`config.mk`:
```
export PLATFORM = sky130hd
export DESIGN_NAME = calendar_alarm
export DESIGN_NICKNAME = d
export VERILOG_FILES = /design/src/rtl/calarm_pkg.sv /design/src/rtl/calarm_regs.sv /design/src/rtl/calarm_match.sv /design/src/rtl/calarm_irq.sv /design/src/rtl/calendar_alarm.sv
export SDC_FILE = /design/constraint.sdc
export NUM_CORES = 1
export LEC_CHECK = 0
export ABC_AREA = 1
export BUFFER_PORTS_ARGS = -buffer_cell sky130_fd_sc_hd__buf_2
export CAP_MARGIN = 40
export CORE_MARGIN = 10
export CORE_UTILIZATION = 40
export CTS_CLUSTER_DIAMETER = 150
export DETAILED_ROUTE_END_ITERATION = 8
export PLACE_DENSITY = 0.68
export SLEW_MARGIN = 20
export SYNTH_ARGS = -nofsm -noshare
export SYNTH_HDL_FRONTEND = slang
export SYNTH_SLANG_ARGS = --single-unit
```
`constraint.sdc`:
```
create_clock -name clk -period 2.1 [get_ports clk]
set_clock_uncertainty 0.2 [all_clocks]
set_input_delay 0.21 -clock clk [delete_from_list [all_inputs] [get_ports clk]]
set_output_delay 0.21 -clock clk [all_outputs]
set_load 0.01 [all_outputs]
```
`src/rtl/calarm_pkg.sv`:
```
// Shared constants, register addresses and field widths for the calendar alarm.
// Assumes seven calendar fields in the fixed order sec, min, hour, wday, mday, mon, year.
package calarm_pkg;
    localparam int NFIELD = 7;
    localparam int REG_W  = 16;
    localparam int ADDR_W = 4;
    localparam int VAL_W  = 8;
    localparam int EN_BIT = 15;
    localparam int GO_BIT = 15;

    typedef enum logic [ADDR_W-1:0] {
        A_SEC    = 4'd0,
        A_MIN    = 4'd1,
        A_HOUR   = 4'd2,
        A_WDAY   = 4'd3,
        A_MDAY   = 4'd4,
        A_MON    = 4'd5,
        A_YEAR   = 4'd6,
        A_COMMIT = 4'd7,
        A_IEN    = 4'd8,
        A_STAT   = 4'd9
    } reg_addr_e;

    // Width in bits of each calendar field, indexed by field number.
    function automatic int field_width(input int idx);
        case (idx)
            0:       return 7;
            1:       return 7;
            2:       return 6;
            3:       return 3;
            4:       return 6;
            5:       return 5;
            default: return 8;
        endcase
    endfunction
endpackage

```
`src/rtl/calarm_regs.sv`:
```
// Staged and committed alarm field registers.
// Field writes go to a staging copy. A commit write moves every staged field
// and include bit into the committed copy in one cycle.
// Assumes at most one register write per cycle.
module calarm_regs
    import calarm_pkg::*;
#(
    parameter int NF = NFIELD,
    parameter int RW = REG_W,
    parameter int AW = ADDR_W,
    parameter int VW = VAL_W
) (
    input  logic               clk,
    input  logic               rst_n,
    input  logic               wr_en,
    input  logic [AW-1:0]      wr_addr,
    input  logic [RW-1:0]      wr_data,
    output logic [NF-1:0][VW-1:0] act_val,
    output logic [NF-1:0]      act_en
);
    logic go;

    // Commit strobe: commit address with the trigger bit set.
    assign go = wr_en && (wr_addr == AW'(A_COMMIT)) && wr_data[GO_BIT];

    for (genvar g = 0; g < NF; g++) begin : g_fld
        localparam int FW = field_width(g);
        logic [FW-1:0] stg_v;
        logic          stg_e;
        logic [FW-1:0] act_v;
        logic          act_e;

        // Staging register: captures a write aimed at this field.
        always_ff @(posedge clk) begin
            if (!rst_n) begin
                stg_v <= '0;
                stg_e <= 1'b0;
            end else if (wr_en && (wr_addr == AW'(g))) begin
                stg_v <= wr_data[FW-1:0];
                stg_e <= wr_data[EN_BIT];
            end
        end

        // Committed register: loads from staging on the commit strobe.
        always_ff @(posedge clk) begin
            if (!rst_n) begin
                act_v <= '0;
                act_e <= 1'b0;
            end else if (go) begin
                act_v <= stg_v;
                act_e <= stg_e;
            end
        end

        assign act_val[g] = VW'(act_v);
        assign act_en[g]  = act_e;
    end
endmodule

```
`src/rtl/calarm_match.sv`:
```
// Combinational comparison of the committed alarm against the current time.
// An excluded field always counts as equal. With no field included the result is 0.
// Assumes the time inputs are zero-extended to VW bits.
module calarm_match
    import calarm_pkg::*;
#(
    parameter int NF = NFIELD,
    parameter int VW = VAL_W
) (
    input  logic [NF-1:0][VW-1:0] tm,
    input  logic [NF-1:0][VW-1:0] act_val,
    input  logic [NF-1:0]         act_en,
    output logic                  hit
);
    logic [NF-1:0] eq;

    for (genvar g = 0; g < NF; g++) begin : g_cmp
        localparam int FW = field_width(g);
        // Per-field equality over the field width, forced true when excluded.
        assign eq[g] = !act_en[g] || (tm[g][FW-1:0] == act_val[g][FW-1:0]);
    end

    // Match when every field agrees and at least one field is included.
    assign hit = (&eq) && (|act_en);
endmodule

```
`src/rtl/calarm_irq.sv`:
```
// Match edge detection, sticky write-one-to-clear status, and interrupt gating.
// A rising match beats a clear write arriving in the same cycle.
module calarm_irq (
    input  logic clk,
    input  logic rst_n,
    input  logic hit,
    input  logic ien_wr,
    input  logic ien_d,
    input  logic clr_req,
    output logic status,
    output logic ien,
    output logic hit_q,
    output logic irq
);
    logic set_ev;

    assign set_ev = hit && !hit_q;

    // Remember the previous cycle's match to find its first cycle.
    always_ff @(posedge clk) begin
        if (!rst_n) hit_q <= 1'b0;
        else        hit_q <= hit;
    end

    // Sticky status: set on a new match, cleared by write-one.
    always_ff @(posedge clk) begin
        if (!rst_n)       status <= 1'b0;
        else if (set_ev)  status <= 1'b1;
        else if (clr_req) status <= 1'b0;
    end

    // Interrupt enable register.
    always_ff @(posedge clk) begin
        if (!rst_n)      ien <= 1'b0;
        else if (ien_wr) ien <= ien_d;
    end

    assign irq = status & ien;
endmodule

```
`src/rtl/calendar_alarm.sv`:
```
// Top of the calendar alarm: register port decode, read mux, and the three sub-blocks.
// Time fields arrive as BCD from an external counter; this block does not count time.
module calendar_alarm
    import calarm_pkg::*;
(
    input  logic        clk,
    input  logic        rst_n,
    input  logic [6:0]  tm_sec,
    input  logic [6:0]  tm_min,
    input  logic [5:0]  tm_hour,
    input  logic [2:0]  tm_wday,
    input  logic [5:0]  tm_mday,
    input  logic [4:0]  tm_mon,
    input  logic [7:0]  tm_year,
    input  logic        wr_en,
    input  logic [3:0]  wr_addr,
    input  logic [15:0] wr_data,
    input  logic [3:0]  rd_addr,
    output logic [15:0] rd_data,
    output logic        irq
);
    logic [NFIELD-1:0][VAL_W-1:0] tm;
    logic [NFIELD-1:0][VAL_W-1:0] act_val;
    logic [NFIELD-1:0]            act_en;
    logic hit, hit_q, status, ien, clr_req, ien_wr;

    // Gather the time fields into one array in address order.
    assign tm[0] = VAL_W'(tm_sec);
    assign tm[1] = VAL_W'(tm_min);
    assign tm[2] = VAL_W'(tm_hour);
    assign tm[3] = VAL_W'(tm_wday);
    assign tm[4] = VAL_W'(tm_mday);
    assign tm[5] = VAL_W'(tm_mon);
    assign tm[6] = VAL_W'(tm_year);

    assign clr_req = wr_en && (wr_addr == A_STAT) && wr_data[0];
    assign ien_wr  = wr_en && (wr_addr == A_IEN);

    calarm_regs #(.NF(NFIELD), .RW(REG_W), .AW(ADDR_W), .VW(VAL_W)) u_regs (
        .clk     (clk),
        .rst_n   (rst_n),
        .wr_en   (wr_en),
        .wr_addr (wr_addr),
        .wr_data (wr_data),
        .act_val (act_val),
        .act_en  (act_en)
    );

    calarm_match #(.NF(NFIELD), .VW(VAL_W)) u_match (
        .tm      (tm),
        .act_val (act_val),
        .act_en  (act_en),
        .hit     (hit)
    );

    calarm_irq u_irq (
        .clk     (clk),
        .rst_n   (rst_n),
        .hit     (hit),
        .ien_wr  (ien_wr),
        .ien_d   (wr_data[0]),
        .clr_req (clr_req),
        .status  (status),
        .ien     (ien),
        .hit_q   (hit_q),
        .irq     (irq)
    );

    // Read mux: committed fields, enable and status; other addresses read zero.
    always_comb begin
        int idx;
        rd_data = '0;
        idx = int'(rd_addr);
        if (idx < NFIELD) begin
            rd_data[VAL_W-1:0] = act_val[idx];
            rd_data[EN_BIT]    = act_en[idx];
        end else if (rd_addr == A_IEN) begin
            rd_data[0] = ien;
        end else if (rd_addr == A_STAT) begin
            rd_data[0] = status;
        end
    end
endmodule

```
; ---- Yosys cells after proc, flatten, opt, wreduce, memory -nomap -nowiden
; Index checks and enable logic that the tools add are counted.
; Widths: inputs -> output; s select.
[word_totals]
out_inout_bits = 17
word_cells = 96
ff_bits = 101
input_bits = 69
[op_classes]
n_bitwise = 1
n_mux = 11
reduce_logical = 33
n_eq_ne = 18
order_cmp = 2
[op_table]
columns = cell, count
row1 = $bmux 8 s3, 1
row2 = $eq 4x3->1 const B, 4
row3 = $eq 4x4->1 const B, 4
row4 = $eq 7x7->1, 2
row5 = $logic_and 1x1->1, 14
row6 = $eq 6x6->1, 2
row7 = $eq 4x2->1 const B, 2
row8 = $eq 8x8->1, 1
row9 = $logic_not 1->1, 8
row10 = $mux 8, 1
row11 = $logic_or 1x1->1, 7
row12 = $mux 1, 7
row13 = $mux 7, 1
row14 = $reduce_and 7->1, 1
row15 = $reduce_or 7->1, 1
row16 = $eq 5x5->1, 1
row17 = $eq 4x1->1 const B, 1
row18 = $logic_not 4->1, 1
row19 = $lt 4x3->1 const B, 1
row20 = $lt 4x4->1 const B, 1
row21 = $bmux 1 s3, 1
row22 = $eq 3x3->1, 1
row23 = $reduce_bool 2->1, 1
row24 = $and 1x1->1, 1

; ---- Depth between registers and ports, before layout
; Gate-level depths: netlist of run 1.
[logic_depth]
depth_word = 6
mapped_depth = 11
ltp_nobuf = 11

; ---- Hierarchy
; A second synthesis of run 1 with hierarchy kept.
[hier_totals]
cells_unflattened = 946
area_unflattened_um2 = 5652.9
[modules_own_cells]
columns = mod, seq_area_each_um2, area_each_um2, instances, cells_each
row1 = calarm_regs, 1961.9, 4108.9, 1, 622
row2 = calarm_match, 0.0, 715.7, 1, 151
row3 = calendar_alarm, 0.0, 710.7, 1, 157
row4 = calarm_irq, 60.1, 117.6, 1, 16

; ---- Least setup slack after synthesis of run 1
; OpenSTA, ideal clock, no wires.
[synth_timing]
path_kind = in2out
start = input rd_addr[1]
end = output rd_data[0]
cell_stages = 6
path_buffers = 1
setup_slack_ps = 512
t_arrival_ps = 1178
t_required_ps = 1690
path_cell_list = buf_4 nor2_1 inv_1 o22ai_1 nor2_1 a211oi_1
[synth_via]
elab_chain_cells = 4
elab_cells_between_ends = 8
[synth_rtl]
columns = element, line_no
row1 = "start, declared", calendar_alarm.sv:18  ; input logic [3:0] rd_addr,
row2 = $eq 4x4->1, calendar_alarm.sv:79  ; end else if (rd_addr == A_STAT) begin
row3 = $mux 1, calendar_alarm.sv:79
row4 = $mux 1, calendar_alarm.sv:77  ; end else if (rd_addr == A_IEN) begin
row5 = $mux 1 *, calendar_alarm.sv:74  ; if (idx < NFIELD) begin
row6 = "end, declared", calendar_alarm.sv:19  ; output logic [15:0] rd_data,
; Every way passes the cells marked *; elsewhere a longest branch is shown, timed or not. The select of a mux whose other input is x is not followed.

; ---- Worst setup path after layout of run 1
[layout_timing]
start = register u_regs.g_fld[3].act_v[1]
end = output rd_data[1]
[layout_via]
elab_chain_cells = 3
[layout_rtl]
columns = element, line_no
row1 = "start, declared", calarm_regs.sv:30  ; logic [FW-1:0] act_v;
row2 = "start signal, assigned", calarm_regs.sv:50  ; act_v <= stg_v;
row3 = $bmux 8 s3, calendar_alarm.sv:75  ; rd_data[VAL_W-1:0] = act_val[idx];
row4 = $mux 8 (not written as such), calendar_alarm.sv:75
row5 = $mux 7, calendar_alarm.sv:74
; No other way between the ends. The select of a mux whose other input is x is not followed.

==> results of run 1 <==
-- critical path: cells and delay by family, from the launching register on --
family                 cells  cell delay (ps)
and+or+nand+nor            1              100
AOI/OAI and AO/OA          4              540
buffers and inverters      2              240
DFF                        1              350
-- layout by cell type, fill, tap and decap left out, types with 4 or more instances in the layout --
master / Yosys / final
a21oi_1: 62 / 62
a31oi_1: 5 / 5
buf_2: 9 / 71
buf_4: 9 / 6
clkbuf_16: 0 / 9
conb_1: 1 / 7
dfxtp_1: 101 / 101
inv_1: 77 / 77
inv_2: 11 / 11
nand2_1: 97 / 97
nand3_1: 15 / 15
nor2_1: 142 / 142
nor2_4: 4 / 4
o21ai_0: 111 / 111
xnor2_1: 11 / 11
xor2_1: 8 / 8
-- layout make-up --
type,count,area (um^2)
Tap cell,147,184
Clock buffer,10,239
Clock inverter,6,55.1
Multi-Input combinational cell,485,2310
Timing Repair Buffer,81,460
Inverter,88,330
Sequential cell,101,2020
Fill cell,1214,6310
-- repair_timing --
item,in CTS,in global routing
endpoints found under the hold margin,3,0
hold buffers,2,0
setup buffers,0,0
-- flip-flops by register name, indices dropped and copies added, names as in the netlist --
signal              count
u_regs.g_fld.act_e      7
u_regs.g_fld.stg_e      7
u_regs.g_fld.act_v     42
u_irq.ien               1
u_regs.g_fld.stg_v     42
u_irq.hit_q             1
u_irq.status            1
-- where the power goes --
group          switching (mW)  internal, mW  leakage, nW  total (mW)
logic                   0.237         0.140         1.55       0.377
registers              0.0241          1.95        0.816        1.97
clock network           0.777         0.860        0.139        1.64
total                    1.04          2.95         2.50        3.99
-- final timing paths --
| path | to | startpoint | slack, ps |
|---|---|---|---|
| hold / removal | u_regs.g_fld[6].stg_v[5]$_SDFFE_PN0P_ | wr_data[5] | 8 |
| hold reg to reg | u_regs.g_fld[0].stg_v[2]$_SDFFE_PN0P_ | u_regs.g_fld[0].stg_v[2]$_SDFFE_PN0P_ | 240 |
| setup / recovery | rd_data[1] | u_regs.g_fld[3].act_v[1]$_SDFFE_PN0P_ | 130 |
| setup reg to reg | u_irq.status$_SDFFE_PN0P_ | u_regs.g_fld[5].act_v[4]$_SDFFE_PN0P_ | 590 |
-- metal layers --
metal,up-vias,track usage,wire length (um)
met2,139,0.243,5950
met4,0,0.0403,216
met1,2010,0.217,6500
li1,2368,-,-
met5,-,0,0
met3,16,0.0365,868
-- kinds of logic (layout without fill, tap and decap cells) --
group                     count (synthesis)  in the layout  share of synthesized area
xor gates and xnor gates                 19             19                     0.0344
buffers and inverters                   125            185                      0.108
AOI/OAI and AO/OA                       192            192                      0.208
and+or+nand+nor                         267            267                      0.230
DFF                                     101            101                      0.418
other                                     1              7                   0.000776
==> impl_results.md, run 1 <==
* PortBufs at 71
* Share of the synthesized area in the top cell type at 0.418
* GPL Wtd Cong at 0.926
* Die area at 0.0169 mm^2
* Synth area leaders: dfxtp_1, o21ai_0, nor2_1
* Skew-Pair Late Insertion Delay at 340 ps
* Average size of a mapped cell at 6.86 um^2
* Slew Viols, Final at 0
* Fin crit period at 1970 ps
* Final core occ at 0.470
* TritonRoute pass-1 iters at 5
* Setup ws final at 134 ps
* Htree depth at 3
* Max Freq at 509 MHz
* WS Path Type: reg -> out
* DP Wirelength at 10400 um
* Max-slew headroom at 0.600
* DR iter-0 viols at 499
* Hold path depth at 3
* Total Power at 3.99 mW
* Maximum clock insertion buffer count at 2
* Number of enable flip-flop cells after synthesis at 0
* Worst setup SP type: flip-flop
* Yosys cell types at 36
* Clock transition at the registers of the reported paths at 80 ps
* Power Dens Cells at 712 mW/mm^2
* DP Worst Slack at 228 ps
* Area Growth Syn to Fin at 15.9%
* YS warnings at 0
* Hold WC Path Type: in -> reg
* Vias at 4533
* Final Cycle Share at 0.936
* Final setup fails at 0
* Hold_ws at 7.73 ps
* Leak at 2.50 nW
* DIE HEIGHT at 130 um
* Final Hold Fails at 0
* Core Region at 0.0119 mm^2
* CTS tree: yes
* Initial Util at 0.406
* Vias per cell at 4.94
* Setup_tns at 0 ps
* Initial antenna violation count at 1
* WP data arrival at 1560 ps
* Post-DP Area at 0.00529 mm^2
* Layout Cells excl Fill at 918
* Max rail drop VDD at 0.000350 V
* N_diodes at 0
* Synthesized cell area at 0.00483 mm^2
* NumNets Final at 835
* PostCTS Resize Cnt at 0
* Post-synth top area cell: dfxtp_1
* WL per Instance at 14.7 um
* Worst Reg-to-Reg Cells at 10
* Final ANT Viol Nets at 0
* Top cells by count, synth: nor2_1, o21ai_0, dfxtp_1, nand2_1, inv_1
* Mapped Cells at 705
* Chip width at 130 um
* Largest net degree at the start of global routing at 88
* Finished Cell Area at 0.00560 mm^2
* Synth Flop Type: dfxtp_1
* CP required at 1690 ps
* Register area share after synthesis at 0.418
* Cells after DPL at 900
* Slowest-stage cell, CP: dfxtp_1
* Vias in the first global route at 4097
* Crit path cell chain: inv_1, a21oi_1, o21ai_0, o221ai_1, nand2_1, a31oi_1, buf_2
* DRC at 0
* Worst path max stage delay at 350 ps
* Status: complete, no violations
* # rows at 40
* Drt total wl at 13500 um
* Number of max-cap violations at 0
* Global route total overflow at 0
* CTS sink count at 101
* First-pass GRT wire length at 21200 um
* Total track usage at 0.158
* I/O pins at 86
* Share of layout cells above drive strength 1 at 0.150
* Worst slew pin tran at 596 ps
* FFs w/ async S/R, synth at 0
* Seq cells post-synth at 101
* Crit end category: output pin
* RSZ-0062 raised after global routing: no
* Most frequent cell after synthesis: nor2_1
* CTS buffer count at 9
* Crit-path max FO at 2
* Root Buffer: clkbuf_16
(Power assumes the default switching activity.)
==> run 2: changes to the inputs <==
==> constraint.sdc (replaced) <==
create_clock -name clk -period 2.1 [get_ports clk]
set_clock_uncertainty 0.2 [all_clocks]
set_input_delay 0 -clock clk [delete_from_list [all_inputs] [get_ports clk]]
set_output_delay 0 -clock clk [all_outputs]
set_load 0.01 [all_outputs]
==> run 2 against run 1 <==
Against the previous run:
- sequential cell count is the same
- final area grew 3.7%
- utilization grew 1.7 points
- non-clock buffer count grew 19
- global-route usage grew 0.24 points
- final cell count grew 2.1%
- worst setup slack lost 7.4 ps
- register-to-register slack gained 50 ps
- sequential power is essentially flat
- hold slack lost 7.1 ps
- clock power grew 7%
- routed wire length grew 0.31%
- largest cell class unchanged
- highest routed layer unchanged
==> impl_results.md, run 2 (same netlist as run 1, synthesis figures left out) <==
* Status: complete, no violations
* Reg2Reg Setup Slack at 640 ps (+50 ps)
* Most common cell after layout, fill and taps aside: nor2_1
* First-pass GRT wire length at 21300 um (+0.58%)
* Die area at 0.0169 mm^2 (unchanged)
* Total Power at 4.13 mW (+3.5%)
* CTS tree: yes
* DRC at 0 (unchanged)
* Worst setup SP type: primary input
* Clock transition at the registers of the reported paths at 60 ps (-20 ps)
* Chip width at 130 um (unchanged)
* Max Freq at 507 MHz (-0.38%)
* DIE HEIGHT at 130 um (unchanged)
* Fin crit period at 1970 ps (+7.43 ps)
* Vias per cell at 4.90 (-0.80%)
* I/O pins at 86 (unchanged)
* Max-slew headroom at 0.608 (+0.00861)
* Core Region at 0.0119 mm^2 (unchanged)
* Busiest layer in global routing: met2
* Setup_tns at 0 ps (unchanged)
* Largest net degree at the start of global routing at 65 (-26%)
* Most frequent cells in the layout: nor2_1, o21ai_0, dfxtp_1
* Number of max-cap violations at 0 (unchanged)
* CP required at 2130 ps (+440 ps)
* CTS sink count at 101 (unchanged)
* Final Hold Fails at 0 (unchanged)
* Initial antenna violation count at 0 (-1)
* Top Registers: u_regs.g_fld.act_v x42, u_regs.g_fld.stg_v x42
* Worst slew pin tran at 583 ps (-12.8 ps)
* Slew Viols, Final at 0 (unchanged)
* Hold WC Path Type: in -> reg
* WL per Instance at 14.5 um (-1.7%)
* M3 GR Usage at 0.0308 (-0.00568)
* Setup ws final at 126 ps (-7.43 ps)
* PortBufs at 71 (unchanged)
* WP data arrival at 2010 ps (+450 ps)
* Htree depth at 3 (unchanged)
* # rows at 40 (unchanged)
* CTS buffer count at 9 (unchanged)
* Filler Cells Inserted at 1208 (-0.49%)
* Vias in the first global route at 4175 (+1.9%)
* Max rail drop VDD at 0.000468 V (+34%)
* N_diodes at 0 (unchanged)
* Maximum clock insertion buffer count at 2 (unchanged)
* Vias at 4590 (+1.3%)
* Final setup fails at 0 (unchanged)
* Met1 Use GR at 0.223 (+0.00600)
* GPL Wtd Cong at 0.838 (-9.6%)
* NumNets Final at 854 (+2.3%)
* Hold_ws at 0.597 ps (-7.13 ps)
* Crit-path max FO at 6 (+4)
* Area Growth Syn to Fin at 20.2%
* Global route total overflow at 0 (unchanged)
* Met2 GRT Util at 0.242 (-0.000901)
* DP Worst Slack at 492 ps (+265 ps)
* Share of layout cells above drive strength 1 at 0.148 (-0.00235)
* Power Dens Cells at 710 mW/mm^2 (-0.20%)
* Initial Util at 0.406 (unchanged)
* Total track usage at 0.160 (+0.00239)
* Final ANT Viol Nets at 0 (unchanged)
* Drt total wl at 13600 um (+0.31%)
* WS Path Type: in -> reg
* DP Wirelength at 10100 um (-2.6%)
* Final Cycle Share at 0.940 (+0.00354)
* DR iter-0 viols at 462 (-7.4%)
* Crit end category: flip-flop
* Root Buffer: clkbuf_16
* Skew-Pair Late Insertion Delay at 350 ps (about the same)
* TritonRoute pass-1 iters at 5 (unchanged)
* Leak at 2.60 nW (+3.7%)
==> run 2: cell count changes in the layout (fill, tap and decap cells not counted) <==
cell           change
dlygate4sd3_1     +16
buf_4              +3
buf_2              -1
clkbuf_1           +3
inv_8              -2
clkinv_4           -1
clkbuf_8           -1
bufinv_16          +2
inv_6              -1
buf_6              +1
clkinv_2           +1
inv_1              -1
==> run 2: final timing paths <==
kind / end / from / cells past startpoint
setup / recovery: u_regs.g_fld[6].stg_v[6]$_SDFFE_PN0P_ / wr_addr[3] / 10
hold / removal: u_irq.status$_SDFFE_PN0P_ / tm_mon[3] / 8
setup reg to reg: u_irq.hit_q$_SDFF_PN0_ / u_regs.g_fld[1].act_v[0]$_SDFFE_PN0P_ / 10
hold reg to reg: u_regs.g_fld[0].stg_v[2]$_SDFFE_PN0P_ / u_regs.g_fld[0].stg_v[2]$_SDFFE_PN0P_ / 2
==> run 2: critical path, cell delays in order <==
cell and delay (ps):
dlygate4sd3_1 520, buf_2 150, nor2_4 140, inv_2 80, nor2_1 150, buf_6 140
clkinvlp_4 120, nor2_1 110, nor2_1 50, dlygate4sd3_1 540
==> run 2: final cells by class <==
class                      instances  area, um^2  share of cell area
clock inverter                     4        72.6              0.0125
inverter                          88         334              0.0575
clock buffer                      12         236              0.0407
tap                              147         184              0.0317
timing repair buffer             100         649               0.112
sequential                       101        2020               0.348
multi-input combinational        485        2310               0.398
==> run 2: per-layer routing <==
layer,vias to the layer above,share of wire
met3,17,0.060
met4,0,0.017
met1,2049,0.48
met2,121,0.44
li1,2403,-
met5,-,0
==> run 2: power by group <==
part	leakage (nW)	internal, mW	switching (mW)
Clock	0.147	1.04	0.705
Combinational	1.63	0.162	0.240
Sequential	0.816	1.95	0.0242
Total	2.60	3.16	0.970
==> run 2: repair_timing <==
action / in CTS / in global routing
endpoints found under the hold margin: 97 / 0
setup endpoints to repair: 0 / 2
hold buffers: 18 / 0
resized for setup: 0 / 3
buffers inserted: 0 / 7
==> run 2: metrics by stage <==
stage	util	area, um^2	cells
global route	0.488	5810	937
detailed placement	0.441	5260	896
floorplan	-	4860	711
CTS	0.482	5750	930
global placement	0.441	5260	896
finish	0.488	5810	937
==> run 3: changes to the inputs <==
- ABC_AREA: 1 -> default
==> run 3 against run 2 <==
Against the previous run:
- die area up 0.55%
- first-iteration DRC count down 51%
- sequential power down 2%
- critical path type unchanged
- critical endpoint is now u_regs.g_fld[4].stg_v[0]$_SDFFE_PN0P_
==> impl_results.md, run 3 <==
* Status: complete, no violations
* Average size of a mapped cell at 9.18 um^2 (+34%)
* Hold WC Path Type: in -> reg
* Top cell by count, worst path: dlygate4sd3_1
* CP top delay family: buffers and inverters
* DRC at 0 (unchanged)
* Vias in the first global route at 3943 (-5.6%)
* # rows at 40 (unchanged)
* Area Growth Syn to Fin at 21.8%
* Setup_tns at 0 ps (unchanged)
* YS warnings at 0 (unchanged)
* Crit-path max FO at 7 (+1)
* Max-slew headroom at 0.662 (+0.0537)
* Final Cycle Share at 0.939 (-0.00106)
* Slew Viols, Final at 0 (unchanged)
* DP Wirelength at 9450 um (-6.4%)
* Mapped Cells at 530 (-25%)
* Vias at 3916 (-15%)
* Met1 Use GR at 0.199 (-0.0235)
* Final Hold Fails at 0 (unchanged)
* Final ANT Viol Nets at 0 (unchanged)
* I/O pins at 86 (unchanged)
* Layout Cells excl Fill at 770 (-18%)
* Worst slew pin tran at 507 ps (-76.7 ps)
* PostCTS Resize Cnt at 0 (unchanged)
* Total track usage at 0.157 (-0.00260)
* Global route total overflow at 0 (unchanged)
* Slowest-stage cell, CP: dlygate4sd3_1
* DR iter-0 viols at 225 (-51%)
* Share of layout cells above drive strength 1 at 0.169 (+0.0210)
* Initial Util at 0.407 (+0.000917)
* Vias per cell at 5.09 (+3.8%)
* CTS sink count at 101 (unchanged)
* Seq cells post-synth at 101 (unchanged)
* Chip width at 130 um (+0.27%)
* M3 GR Usage at 0.0365 (+0.00568)
* WP data arrival at 2020 ps (about the same)
* Endpoint of the worst hold path: u_irq.hit_q$_SDFF_PN0_
* Die area at 0.0170 mm^2 (+0.55%)
* Drt total wl at 13200 um (-2.7%)
* FFs w/ async S/R, synth at 0 (unchanged)
* Worst setup SP type: primary input
* Yosys cell types at 41 (+14%)
* First-pass GRT wire length at 21000 um (-1.8%)
* WL per Instance at 17.2 um (+18%)
* GPL Wtd Cong at 0.825 (-1.5%)
* Worst Reg-to-Reg Cells at 5 (-5)
* Crit end category: flip-flop
* Setup ws final at 128 ps (+2.24 ps)
* Clock transition at the registers of the reported paths at 60 ps (about the same)
* Initial antenna violation count at 2 (+2)
* Top Registers: u_regs.g_fld.act_v x42, u_regs.g_fld.stg_v x42
* Met2 GRT Util at 0.254 (+0.0122)
* Hold_sp: tm_min[0]
* Register area share after synthesis at 0.416 (-0.00269)
* Root Buffer: clkbuf_16
* TritonRoute pass-1 iters at 4 (-1)
* Synthesized cell area at 0.00486 mm^2 (+0.65%)
* RSZ-0062 raised after global routing: no
* Final setup fails at 0 (unchanged)
* Synth area leaders: dfxtp_1, mux2i_1, nand2_1
* Leak at 2.28 nW (-12%)
* Most frequent cells in the layout: nand2_1, dfxtp_1, buf_2
* Reg-to-Reg Start: u_regs.g_fld[0].act_v[0]$_SDFFE_PN0P_
* PortBufs at 71 (unchanged)
* Most frequent cell after synthesis: nand2_1
* Setup Fix Bufs, Post-CTS at 0 (unchanged)
* Maximum clock insertion buffer count at 2 (unchanged)
* Core Region at 0.0120 mm^2 (+0.42%)
* Skew-Pair Late Insertion Delay at 340 ps (about the same)
* Max rail drop VDD at 0.000343 V (-27%)
* DP Worst Slack at 334 ps (-158 ps)
* CP required at 2150 ps (+20 ps)
* Finished Cell Area at 0.00593 mm^2 (+2.0%)
* Number of max-cap violations at 0 (unchanged)
* Cells after DPL at 720 (-20%)
* Post-DP Area at 0.00531 mm^2 (+0.98%)
* DIE HEIGHT at 130 um (+0.27%)
* Htree depth at 3 (unchanged)
* Reg2Reg Setup Slack at 250 ps (-390 ps)
* WS Path Type: in -> reg
* Synth Flop Type: dfxtp_1
* Hold path depth at 5 (-3)
* Worst path max stage delay at 580 ps (+40 ps)
* Number of enable flip-flop cells after synthesis at 0 (unchanged)
* Fin crit period at 1970 ps (-2.24 ps)
* Power Dens Cells at 653 mW/mm^2 (-8.0%)
* Busiest layer in global routing: met2
* Largest net degree at the start of global routing at 82 (+26%)
* Worst path bufs/invs at 3 (-3)
* NumNets Final at 685 (-20%)
* Most common cell after layout, fill and taps aside: nand2_1
* CTS tree: yes
* Max Freq at 507 MHz (+0.11%)
* R2R Path End: u_irq.status$_SDFFE_PN0P_
* CTS buffer count at 9 (unchanged)
* Top cells by count, synth: nand2_1, dfxtp_1, mux2i_1, nor2b_1, a21boi_0
* Crit path cell chain: dlygate4sd3_1, buf_2, nor3b_2, nand3_1, dlygate4sd3_1, a21boi_0
* Post-synth top area cell: dfxtp_1
* Share of the synthesized area in the top cell type at 0.416 (-0.00269)
* Final core occ at 0.495 (+0.00769)
-- run 3: how the worst max path moves through the flow --
stage	from	endpoint	slack [ps]	cells past startpoint
CTS	wr_addr[0]	u_regs.g_fld[4].stg_e$_SDFFE_PN0P_	210	6
global route	wr_addr[0]	u_regs.g_fld[4].stg_v[0]$_SDFFE_PN0P_	30	6
detailed placement	u_regs.g_fld[0].act_v[0]$_SDFFE_PN0P_	u_irq.status$_SDFFE_PN0P_	330	5
global placement	u_regs.g_fld[0].act_v[0]$_SDFFE_PN0P_	u_irq.status$_SDFFE_PN0P_	370	5
finish	wr_addr[0]	u_regs.g_fld[4].stg_v[0]$_SDFFE_PN0P_	130	6
floorplan	u_regs.g_fld[0].act_e$_SDFFE_PN0P_	u_irq.status$_SDFFE_PN0P_	490	5
-- run 3: power by group --
part / switching, mW / internal, mW
registers: 0.00686 / 1.93
clock network: 0.670 / 0.936
logic: 0.164 / 0.167
-- run 3: layer usage --
metal,up-vias,part of all wire
met3,17,0.085
li1,1940,-
met1,1844,0.42
met2,115,0.47
met5,-,0
met4,0,0.018
-- run 3: cell type report --
cell class	count	area, um^2
Sequential cell	101	2020
Antenna cell	2	5.00
Fill cell	1127	6040
Clock buffer	16	292
Multi-Input combinational cell	394	2660
Tap cell	147	184
Timing Repair Buffer	110	766
-- run 3: tightest hold or removal path: stages --
cell	delay (ps)
buf_2	90
xnor2_1	60
nand4_1	120
o41a_1	170
nor3_1	60
-- run 3: cells by family after synthesis --
| kind of cell | count (synthesis) | synth area share |
|---|---|---|
| simple gates | 201 | 0.199 |
| xor+xnor | 42 | 0.0756 |
| other cells | 1 | 0.000771 |
| buf+inv | 41 | 0.0442 |
| mux | 66 | 0.147 |
| compound gates | 78 | 0.118 |
| flops | 101 | 0.416 |
-- run 3: timing repair --
item | CTS | global route
hold endpoints to repair | 70 | 0
hold buffers | 32 | 0
endpoints found under the setup margin | 0 | 0
-- run 3: per-stage QoR --
| step | total power, mW | hold WS (ps) |
|---|---|---|
| finish | 3.87 | 4.01 |
| global route | 4.00 | 43.1 |
| CTS | 3.89 | 1.34 |
| detailed placement | 2.26 | 72.7 |
| global placement | 2.26 | 61.1 |
| floorplan | 2.15 | -33.8 |
